==> config.mk <==
export PLATFORM = sky130hd
export DESIGN_NAME = pair_toggler
export DESIGN_NICKNAME = d
export VERILOG_FILES = /design/src/rtl/pair_toggler_pkg.sv /design/src/rtl/pair_rst_sync.sv /design/src/rtl/pair_flip_decide.sv /design/src/rtl/pair_state_reg.sv /design/src/rtl/pair_toggler.sv
export SDC_FILE = /design/constraint.sdc
export NUM_CORES = 1
export LEC_CHECK = 0
export BUFFER_PORTS_ARGS = -buffer_cell sky130_fd_sc_hd__buf_2
export CORE_AREA = 2 2 39 41
export DETAILED_ROUTE_END_ITERATION = 10
export DIE_AREA = 0 0 41 43
export SLEW_MARGIN = 40
export SYNTH_ARGS = -nofsm -noshare
export SYNTH_HDL_FRONTEND = slang
export SYNTH_SLANG_ARGS = --single-unit
==> constraint.sdc <==
create_clock -name clk -period 0.8 [get_ports clk]
set_input_delay 0.16 -clock clk [delete_from_list [all_inputs] [get_ports clk]]
set_output_delay 0.16 -clock clk [all_outputs]
set_load 0.005 [all_outputs]
==> src/rtl/pair_toggler_pkg.sv <==
package pair_toggler_pkg;
  localparam int NBITS       = 2;
  localparam int SYNC_STAGES = 2;
  typedef logic [NBITS-1:0] pair_t;
endpackage

==> src/rtl/pair_rst_sync.sv <==
module pair_rst_sync #(
  parameter int STAGES = pair_toggler_pkg::SYNC_STAGES
) (
  input  logic clk,
  input  logic rst_n,
  output logic rst_sync_n
);
  logic [STAGES-1:0] chain_q;

  always_ff @(posedge clk or negedge rst_n) begin
    if (!rst_n) chain_q <= '0;
    else        chain_q <= {chain_q[STAGES-2:0], 1'b1};
  end

  assign rst_sync_n = chain_q[STAGES-1];
endmodule

==> src/rtl/pair_flip_decide.sv <==
module pair_flip_decide
  import pair_toggler_pkg::*;
(
  input  pair_t sel_in,
  input  pair_t cur_q,
  output pair_t flip_mask
);
  logic match;

  always_comb begin
    match = (cur_q[0] == cur_q[1]);
    case (sel_in)
      2'b11:   flip_mask = 2'b11;
      2'b01,
      2'b10:   flip_mask = match ? ~sel_in : sel_in;
      default: flip_mask = 2'b00;
    endcase
  end
endmodule

==> src/rtl/pair_state_reg.sv <==
module pair_state_reg
  import pair_toggler_pkg::*;
(
  input  logic  clk,
  input  logic  rst_n,
  input  logic  en,
  input  pair_t flip_mask,
  output pair_t state_q
);
  pair_t state_d;

  always_comb begin
    state_d = state_q;
    if (en) state_d = state_q ^ flip_mask;
  end

  always_ff @(posedge clk or negedge rst_n) begin
    if (!rst_n) state_q <= '0;
    else        state_q <= state_d;
  end
endmodule

==> src/rtl/pair_toggler.sv <==
module pair_toggler
  import pair_toggler_pkg::*;
(
  input  logic             clk,
  input  logic             rst_n,
  input  logic             en,
  input  logic [NBITS-1:0] sel_in,
  output logic [NBITS-1:0] q_out
);
  logic  rst_sync_n;
  pair_t flip_mask;
  pair_t state_q;

  pair_rst_sync #(.STAGES(SYNC_STAGES)) u_rst (
    .clk        (clk),
    .rst_n      (rst_n),
    .rst_sync_n (rst_sync_n)
  );

  pair_flip_decide u_decide (
    .sel_in    (sel_in),
    .cur_q     (state_q),
    .flip_mask (flip_mask)
  );

  pair_state_reg u_state (
    .clk       (clk),
    .rst_n     (rst_sync_n),
    .en        (en),
    .flip_mask (flip_mask),
    .state_q   (state_q)
  );

  assign q_out = state_q;
endmodule

==> qor.yml, run 1 <==
top_usage_layer: "met2"
start_util_pct: 13.2
cp.arrival_ns: 1.15
ff2ff_setup_slack_ns: -0.23
cts_tree: "done"
rsz0062_at_grt: "true"
vias: 165
cp-start-kind: "register"
utilization_pct: 21.2
max_cap_viol_count: 0
syn_inst: 15
worstPathRequired_ns: 0.92
portBuffers: 6
crit_path_max_fanout: 7
skew_ns: 0.0101
firstDrtPassIters: 4
drt-initial-drc-count: 4
regToRegEndpoint: "u_state.state_q[1]"
cts_buffer_depth: 2
gr-usage-all-layers_pct: 6.15
setup_violations: 4
post_drt_wl_per_cell_microns: 9.87
outcome: "finished with violations"
route.detailed.drc: 0
final.setup.tns_ns: -0.694
rr_worst_depth: 3
critPathKind: "reg -> reg"
failed_checks: "setup timing"
period_needed_ns: 1.03
ios: 7
area_growth_pct: 60.3
crit_start: "u_state.state_q[0]"
htreeDepth: 1
grt_first_pass_wirelength_microns: 627
cts.sinks: 4
clk_pin_slew_ns: 0.05
grt_util_met2_pct: 7.81
synth_cell_types: 10
nFillCells: 161
fin_crit_sh_pct: 128
setup_ws_ns: -0.226
drive_gt1_share_pct: 62.1
gp_congestion: 0.641
clockRootBuffer: "clkbuf_4"
endpoint: "u_state.state_q[1]"
synth-seq-area-share_pct: 54.8
via_per_inst: 3.67
grt_pass1_vias: 150
grt-ovfl-total: 0
fmax_ghz: 0.975
antenna_found_initial: 0
die_x_microns: 41
cts_made_buffers: 3
ant_nets: 0
syn_avg_cell_area_sq_um: 12.2
leakage_nw: 0.134
final_nets: 35
synth-seq-cells: 4
r2r_start: "u_state.state_q[0]"
clkLatencyLatePin_ns: 0.24
wirelength_microns: 444
hold_viol: 0
synth_area_sq_um: 183
design_area_sq_um: 293
num_rows: 14
placed_area_sq_um: 241
peakVddDrop_v: 0.000965
die_area_sq_um: 1760
core_area_sq_um: 1380
holdWs_ns: 0.0122
die_h_microns: 43
end_kind: "register"
synth_nets: 20
grt_max_degree: 8
place_worst_setup_slack_ns: -0.232
power_density_nw_per_um2: 3320
grtUsageMet3_pct: 7.33
slew_viol_final: 0
synth-warning-count: 0
diodes: 0
hp-class: "reg -> async"
grt_use_met1_pct: 6.19
==> routing by layer <==
metal	vias to the layer above	part of all wire (%)
li1	84	-
met1	74	41
met2	7	44
met3	0	14
met4	0	0
met5	-	0
==> synth_stat cells <==
cell | n | share of area, %
a31oi_1 | 2 | 6.8
o221a_2 | 1 | 6.2
and3_2 | 1 | 4.1
o21ai_0 | 1 | 2.7
nor2_1 | 2 | 4.1
mux2_4 | 1 | 8.2
conb_1 | 1 | 2.1
a21oi_2 | 1 | 4.8
dfrtp_1 | 4 | 55
mux2_2 | 1 | 6.2
==> per-stage QoR <==
step	power, mW	std cells
6_report	0.972	45
5_1_grt	1.05	45
4_1_cts	0.994	45
3_5_place_dp	0.608	38
3_3_place_gp	0.610	38
2_1_floorplan	0.509	15
==> how the worst min path moves through the flow <==
stage	from	to	slack, ns	cells past startpoint
final	u_rst.chain_q[1]	u_state.state_q[1]	0.01	0
after global routing	u_rst.chain_q[1]	u_state.state_q[1]	0.02	0
after CTS	u_rst.chain_q[1]	u_state.state_q[1]	0.01	0
after detailed placement	rst_n	u_rst.chain_q[1]	-0.05	1
after global placement	rst_n	u_rst.chain_q[1]	-0.05	1
after floorplan	rst_n	u_rst.chain_q[0]	-0.14	0
==> flip-flops by register name, summed over array words and instances (netlist names) <==
name             count
u_rst.chain_q        2
u_state.state_q      2
==> what timing repair did <==
action / in CTS / in global routing
resized for setup: 1 / 0
buffers inserted: 2 / 0
hold endpoints to repair: 2 / 0
endpoints found under the setup margin: 4 / 4
hold buffers: 1 / 0
==> area by class of cell <==
| cell class | instances | area [sq um] | area share (%) |
|---|---|---|---|
| clock buffers | 4 | 26.3 | 8.97 |
| multi-input cells | 11 | 82.6 | 28.2 |
| repair buffers | 10 | 62.6 | 21.4 |
| flip-flops and latches | 4 | 101 | 34.6 |
| well taps | 16 | 20.0 | 6.84 |
==> kinds of logic after synthesis <==
logic type | after synthesis | share of synthesized area (%)
DFF | 4 | 54.8
and+or+nand+nor | 3 | 8.22
AOI/OAI and AO/OA | 5 | 20.5
other | 1 | 2.05
muxes | 2 | 14.4
==> where the power goes <==
| group | internal [mW] | switching [mW] |
|---|---|---|
| Combinational | 0.230 | 0.133 |
| Sequential | 0.265 | 0.0610 |
| Clock | 0.188 | 0.0950 |
==> placed cells by master, fill, tap and decap left out, drive strengths merged <==
cell and count:
a21oi 1, buf 9, dfrtp 4, o221a 1, clkbuf 4, dlygate4sd3 1, and3 1, mux2 2
conb 1, o21ai 1, a31oi 2, nor2 2
==> worst max-delay path, cell delays in order, from the launching register on <==
cell and delay (ns):
dfrtp_2 0.44, mux2_4 0.31, a21oi_2 0.11, a31oi_1 0.05
Power figures use the tool's default switching activity.
==> run 2, diff against run 1 <==
- CELL_PAD_IN_SITES_DETAIL_PLACEMENT: unset -> 0
- CELL_PAD_IN_SITES_GLOBAL_PLACEMENT: unset -> 1
- PLACE_DENSITY: unset -> 0.34
- RECOVER_POWER: unset -> 50
==> run 2 against run 1 <==
Clock-buffer cell count is the same. Register-to-register slack lost 0.02 ns. Critical endpoint is now q_out[0]. Non-clock buffer count grew 5. Sequential share of layout area shrank 5.6 points. Hold slack gained 0.0027 ns. Via count grew 10%. Maximum frequency shrank 4.0%. Final area grew 21%. Setup slack lost 0.042 ns. The flow still finishes with violations (setup timing). Routed wire length shrank 2.7%. Die area is the same.
==> qor.yml, run 2 (synthesized netlist as in run 1, its figures left out) <==
portBuffers: 6  # unchanged
drive_gt1_share_pct: 76.5  # +14 points
gr-usage-all-layers_pct: 5.95  # -0.20 points
cts_buffer_depth: 2  # unchanged
p_total_mw: 1.20  # +23%
die_x_microns: 41  # unchanged
ios: 7  # unchanged
skew_ns: 0.00372  # -0.00634 ns
rsz0062_at_grt: "true"
path_buf_inv: 2  # +2
clockRootBuffer: "clkbuf_4"
clkLatencyLatePin_ns: 0.23  # about the same
core_area_sq_um: 1380  # unchanged
regToRegEndpoint: "u_state.state_q[1]"
p_seq_share_pct: 30.3  # -3.3 points
placed_area_sq_um: 264  # +9.3%
ant_nets: 0  # unchanged
grt_first_pass_wirelength_microns: 676  # +7.8%
grt-ovfl-total: 0  # unchanged
area_growth_pct: 93.8
vias: 182  # +10%
cp.arrival_ns: 0.91  # -0.24 ns
comb_power_share_pct: 47.2  # +9.9 points
ff2ff_setup_slack_ns: -0.25  # -0.02 ns
leakage_nw: 0.164  # +22%
grt_pass1_vias: 177  # +18%
holdWs_ns: 0.0149  # +0.00272 ns
crit_top_cell: "buf_6"
hold_viol: 0  # unchanged
max_cap_viol_count: 0  # unchanged
via_per_inst: 3.64  # -0.73%
firstDrtPassIters: 2  # -2
power_density_nw_per_um2: 3390  # +1.9%
fin_crit_sh_pct: 134  # +5.3 points
setup_violations: 4  # unchanged
die_h_microns: 43  # unchanged
end_kind: "output port"
period_needed_ns: 1.07  # +0.0425 ns
antenna_found_initial: 0  # unchanged
fmax_ghz: 0.936  # -4.0%
critPathKind: "reg -> out"
final_common_cell: "buf_4"
swShare_pct: 28.2  # -1.5 points
dp_cells: 41  # +7.9%
cp_top_family: "flip-flops"
switchingPower_mw: 0.338  # +17%
hp-class: "reg -> async"
p_clk_share_pct: 22.6  # -6.5 points
setup_ws_ns: -0.268  # -0.0425 ns
htreeDepth: 1  # unchanged
start_util_pct: 13.2  # unchanged
crit_path_max_fanout: 6  # -1
cp.depth: 2  # -1
slew_viol_final: 0  # unchanged
cts.sinks: 4  # unchanged
die_area_sq_um: 1760  # unchanged
route.detailed.drc: 0  # unchanged
place_worst_setup_slack_ns: -0.254  # -0.0219 ns
r2r_start: "u_state.state_q[0]"
grt_max_degree: 8  # unchanged
cell_internal_pwr_mw: 0.861  # +26%
outcome: "finished with violations"
cts_tree: "done"
slowest_delay_ns: 0.44  # about the same
diodes: 0  # unchanged
design_area_sq_um: 354  # +21%
crit_chain: "buf_6 -> buf_6"
wirelength_microns: 432  # -2.7%
failed_checks: "setup timing"
crit_path_top_delay_cell: "dfrtp_2"
nFillCells: 163  # +1.2%
instances_no_fill: 50  # +11%
cts_made_buffers: 3  # unchanged
num_rows: 14  # unchanged
gp_congestion: 0.592  # -7.6%
post_drt_wl_per_cell_microns: 8.64  # -12%
clk_pin_slew_ns: 0.04  # about the same
final_nets: 40  # +14%
reg_top3: "u_rst.chain_q: 2 flops, u_state.state_q: 2 flops"
mostFrequentLayoutCells: "7 x buf_4, 4 x buf_2, 3 x clkbuf_4, 3 x buf_6"
cp-start-kind: "register"
crit_start: "u_state.state_q[0]"
drt-initial-drc-count: 3  # -1
rr_worst_depth: 3  # unchanged
worstPathRequired_ns: 0.64  # -0.28 ns
peakVddDrop_v: 0.00113  # +17%
==> run 2: changes by cell type in the layout (fill, tap and decap cells not counted) <==
cell / before / now
o21ai_1: 1 / 0
dfrtp_1: 3 / 2
buf_2: 6 / 4
o21ai_2: 0 / 1
nor2_2: 0 / 1
dfrtp_2: 1 / 2
nor2_1: 2 / 1
buf_4: 3 / 7
buf_6: 0 / 3
==> run 2: per-layer routing <==
layer / global-route usage, % / share of wire [%] / vias up
met5: 0 / 0 / -
li1: - / - / 95
met4: 6.00 / 0 / 0
met3: 1.57 / 6.0 / 0
met1: 8.17 / 50 / 81
met2: 6.88 / 44 / 6
==> run 2: timing repair <==
item,CTS,global route
hold buffers,1,0
buffers inserted,3,1
resized for setup,5,2
endpoints found under the hold margin,2,0
endpoints found under the setup margin,4,4
==> run 2: layout make-up <==
type	count	area, sq um	share of cell area, %
Tap cell	16	20.0	5.65
Sequential cell	4	103	29.0
Multi-Input combinational cell	11	88.8	25.1
Timing Repair Buffer	15	116	32.9
Clock buffer	4	26.3	7.42
==> run 2: stage by stage <==
step,util (%),setup TNS [ns]
floorplan,-,-0.396
global placement,19.1,-0.514
detailed placement,19.1,-0.525
CTS,24.4,-0.915
global route,25.6,-1.03
finish,25.6,-0.867
==> run 2: worst max path at each step <==
| stage | end | slack (ns) |
|---|---|---|
| after floorplan | u_state.state_q[1] | -0.21 |
| after global placement | u_state.state_q[1] | -0.25 |
| after detailed placement | u_state.state_q[1] | -0.25 |
| after CTS | q_out[0] | -0.29 |
| after global routing | q_out[0] | -0.31 |
| final | q_out[0] | -0.27 |
==> run 2: power groups by stage <==
stage / combinational, mW / sequential (mW) / clock (mW)
2_1_floorplan: 0.156 / 0.353 / 0
3_3_place_gp: 0.310 / 0.357 / 0
3_5_place_dp: 0.303 / 0.361 / 0
4_1_cts: 0.494 / 0.361 / 0.285
5_1_grt: 0.613 / 0.371 / 0.311
6_report: 0.565 / 0.363 / 0.270
==> run 3, diff against run 2 <==
- CELL_PAD_IN_SITES_DETAIL_PLACEMENT: 0 -> unset
- CELL_PAD_IN_SITES_GLOBAL_PLACEMENT: 1 -> unset
- HOLD_SLACK_MARGIN: unset -> 0.05
- PLACE_DENSITY: 0.34 -> 0.3
==> run 3 against run 2 <==
The run still ends with setup timing left. Register-to-register slack gained 0.02 ns. First-iteration DRC count is the same. Setup slack gained 0.034 ns. Global-route usage grew 1.1 points. Sequential share of layout area grew 3.8 points. Critical path depth grew 1. Maximum frequency grew 3.3%. Highest routed layer unchanged.
==> qor.yml, run 3 (synthesized netlist as in run 1, its figures left out) <==
outcome: "finished with violations"
failed_checks: "setup timing"
slew_viol_final: 0  # unchanged
grt_pass1_vias: 187  # +5.6%
worstPathRequired_ns: 0.92  # +0.28 ns
die_area_sq_um: 1760  # unchanged
nFillCells: 149  # -8.6%
mostFrequentLayoutCells: "5 x buf_2, 4 x buf_4, 3 x clkbuf_4, 3 x dfrtp_1"
portBuffers: 6  # unchanged
grt_max_degree: 8  # unchanged
skew_ns: 0.00938  # +0.00566 ns
die_h_microns: 43  # unchanged
power_density_nw_per_um2: 3150  # -6.9%
firstDrtPassIters: 4  # +2
gr-usage-all-layers_pct: 7.08  # +1.1 points
post_drt_wl_per_cell_microns: 8.60  # -0.51%
grt_first_pass_wirelength_microns: 731  # +8.1%
diodes: 0  # unchanged
p_total_mw: 0.974  # -19%
drive_gt1_share_pct: 58.1  # -18 points
htreeDepth: 1  # unchanged
clkLatencyLatePin_ns: 0.24  # about the same
die_x_microns: 41  # unchanged
leakage_nw: 0.141  # -14%
num_rows: 14  # unchanged
rsz0062_at_grt: "true"
ant_nets: 0  # unchanged
start_util_pct: 13.2  # unchanged
final.setup.tns_ns: -0.720  # +0.147 ns
drt-initial-drc-count: 3  # unchanged
hp-class: "in -> reg"
grt-ovfl-total: 0  # unchanged
ios: 7  # unchanged
setup_ws_ns: -0.234  # +0.0344 ns
wirelength_microns: 404  # -6.5%
cts_buffer_depth: 2  # unchanged
cts_made_buffers: 3  # unchanged
fmax_ghz: 0.967  # +3.3%
end_kind: "register"
fin_crit_sh_pct: 129  # -4.3 points
holdWs_ns: 0.245  # +0.230 ns
core_area_sq_um: 1380  # unchanged
period_needed_ns: 1.03  # -0.0344 ns
area_growth_pct: 69.2
peakVddDrop_v: 0.00107  # -5.8%
multi_input_area_sq_um: 82.6  # -7.0%
antenna_found_initial: 0  # unchanged
final_common_cell: "buf_2"
setup_violations: 4  # unchanged
cts.sinks: 4  # unchanged
vias: 178  # -2.2%
crit_path_max_fanout: 7  # +1
cp-start-kind: "register"
clockRootBuffer: "clkbuf_4"
instances_no_fill: 47  # -6.0%
max_cap_viol_count: 0  # unchanged
via_per_inst: 3.79  # +4.0%
cp.arrival_ns: 1.15  # +0.24 ns
final_nets: 37  # -7.5%
route.detailed.drc: 0  # unchanged
dp_cells: 40  # -2.4%
clk_pin_slew_ns: 0.04  # about the same
dp_hpwl_microns: 296
critPathKind: "reg -> reg"
seq_area_sq_um: 101  # -1.2%
hold_viol: 0  # unchanged
cts_tree: "done"
reg_top3: "u_rst.chain_q: 2 flops, u_state.state_q: 2 flops"
gp_congestion: 0.508  # -14%
==> run 3: final cells by class <==
type | count | share of cell area [%]
Timing Repair Buffer | 12 | 25.5
Multi-Input combinational cell | 11 | 26.7
Clock buffer | 4 | 8.50
Tap cell | 16 | 6.48
Sequential cell | 4 | 32.8
==> run 3: layer usage <==
| layer | global-route usage, % | share of wire [%] | vias up |
|---|---|---|---|
| met1 | 6.58 | 43 | 84 |
| met4 | 6.00 | 0 | 0 |
| li1 | - | - | 87 |
| met3 | 6.28 | 10 | 0 |
| met5 | 0 | 0 | - |
| met2 | 9.06 | 46 | 7 |
==> run 3: timing repair <==
item | 4_1_cts | 5_1_grt
setup buffers | 1 | 0
resized for setup | 1 | 0
setup endpoints to repair | 4 | 4
hold buffers | 2 | 0
pin swaps | 0 | 1
hold endpoints to repair | 4 | 0
==> run 3: path summary, 6_finish.rpt <==
check                                         from                  to  slack [ns]  cells after the start
min in group asynchronous                    rst_n    u_rst.chain_q[1]        0.25                      2
worst min-delay path                            en  u_state.state_q[1]        0.24                      3
worst max register to register  u_state.state_q[0]  u_state.state_q[1]       -0.23                      3
worst min register to register    u_rst.chain_q[0]    u_rst.chain_q[1]        0.35                      0
worst max-delay path            u_state.state_q[0]  u_state.state_q[1]       -0.23                      3
max in group asynchronous         u_rst.chain_q[1]  u_state.state_q[0]        0.12                      1
==> run 3: worst max-delay path, stage by stage (launching register included) <==
cell	delay [ns]
dfrtp_2	0.44
mux2_4	0.31
a21oi_2	0.11
a31oi_1	0.05
==> run 3: report_power, final <==
group	total (mW)	switching (mW)	internal, mW	leakage, nW
registers	0.330	0.0644	0.266	0.0450
clock network	0.274	0.0867	0.187	0.0150
logic	0.370	0.135	0.236	0.0807
total	0.974	0.286	0.689	0.141
==> run 3: per-stage QoR <==
step | instance area (sq um) | utilization [%] | setup WS, ns
global placement | 256 | 18.5 | -0.241
detailed placement | 256 | 18.5 | -0.243
CTS | 310 | 22.4 | -0.239
global route | 309 | 22.3 | -0.282
finish | 309 | 22.3 | -0.234
floorplan | 184 | - | -0.214
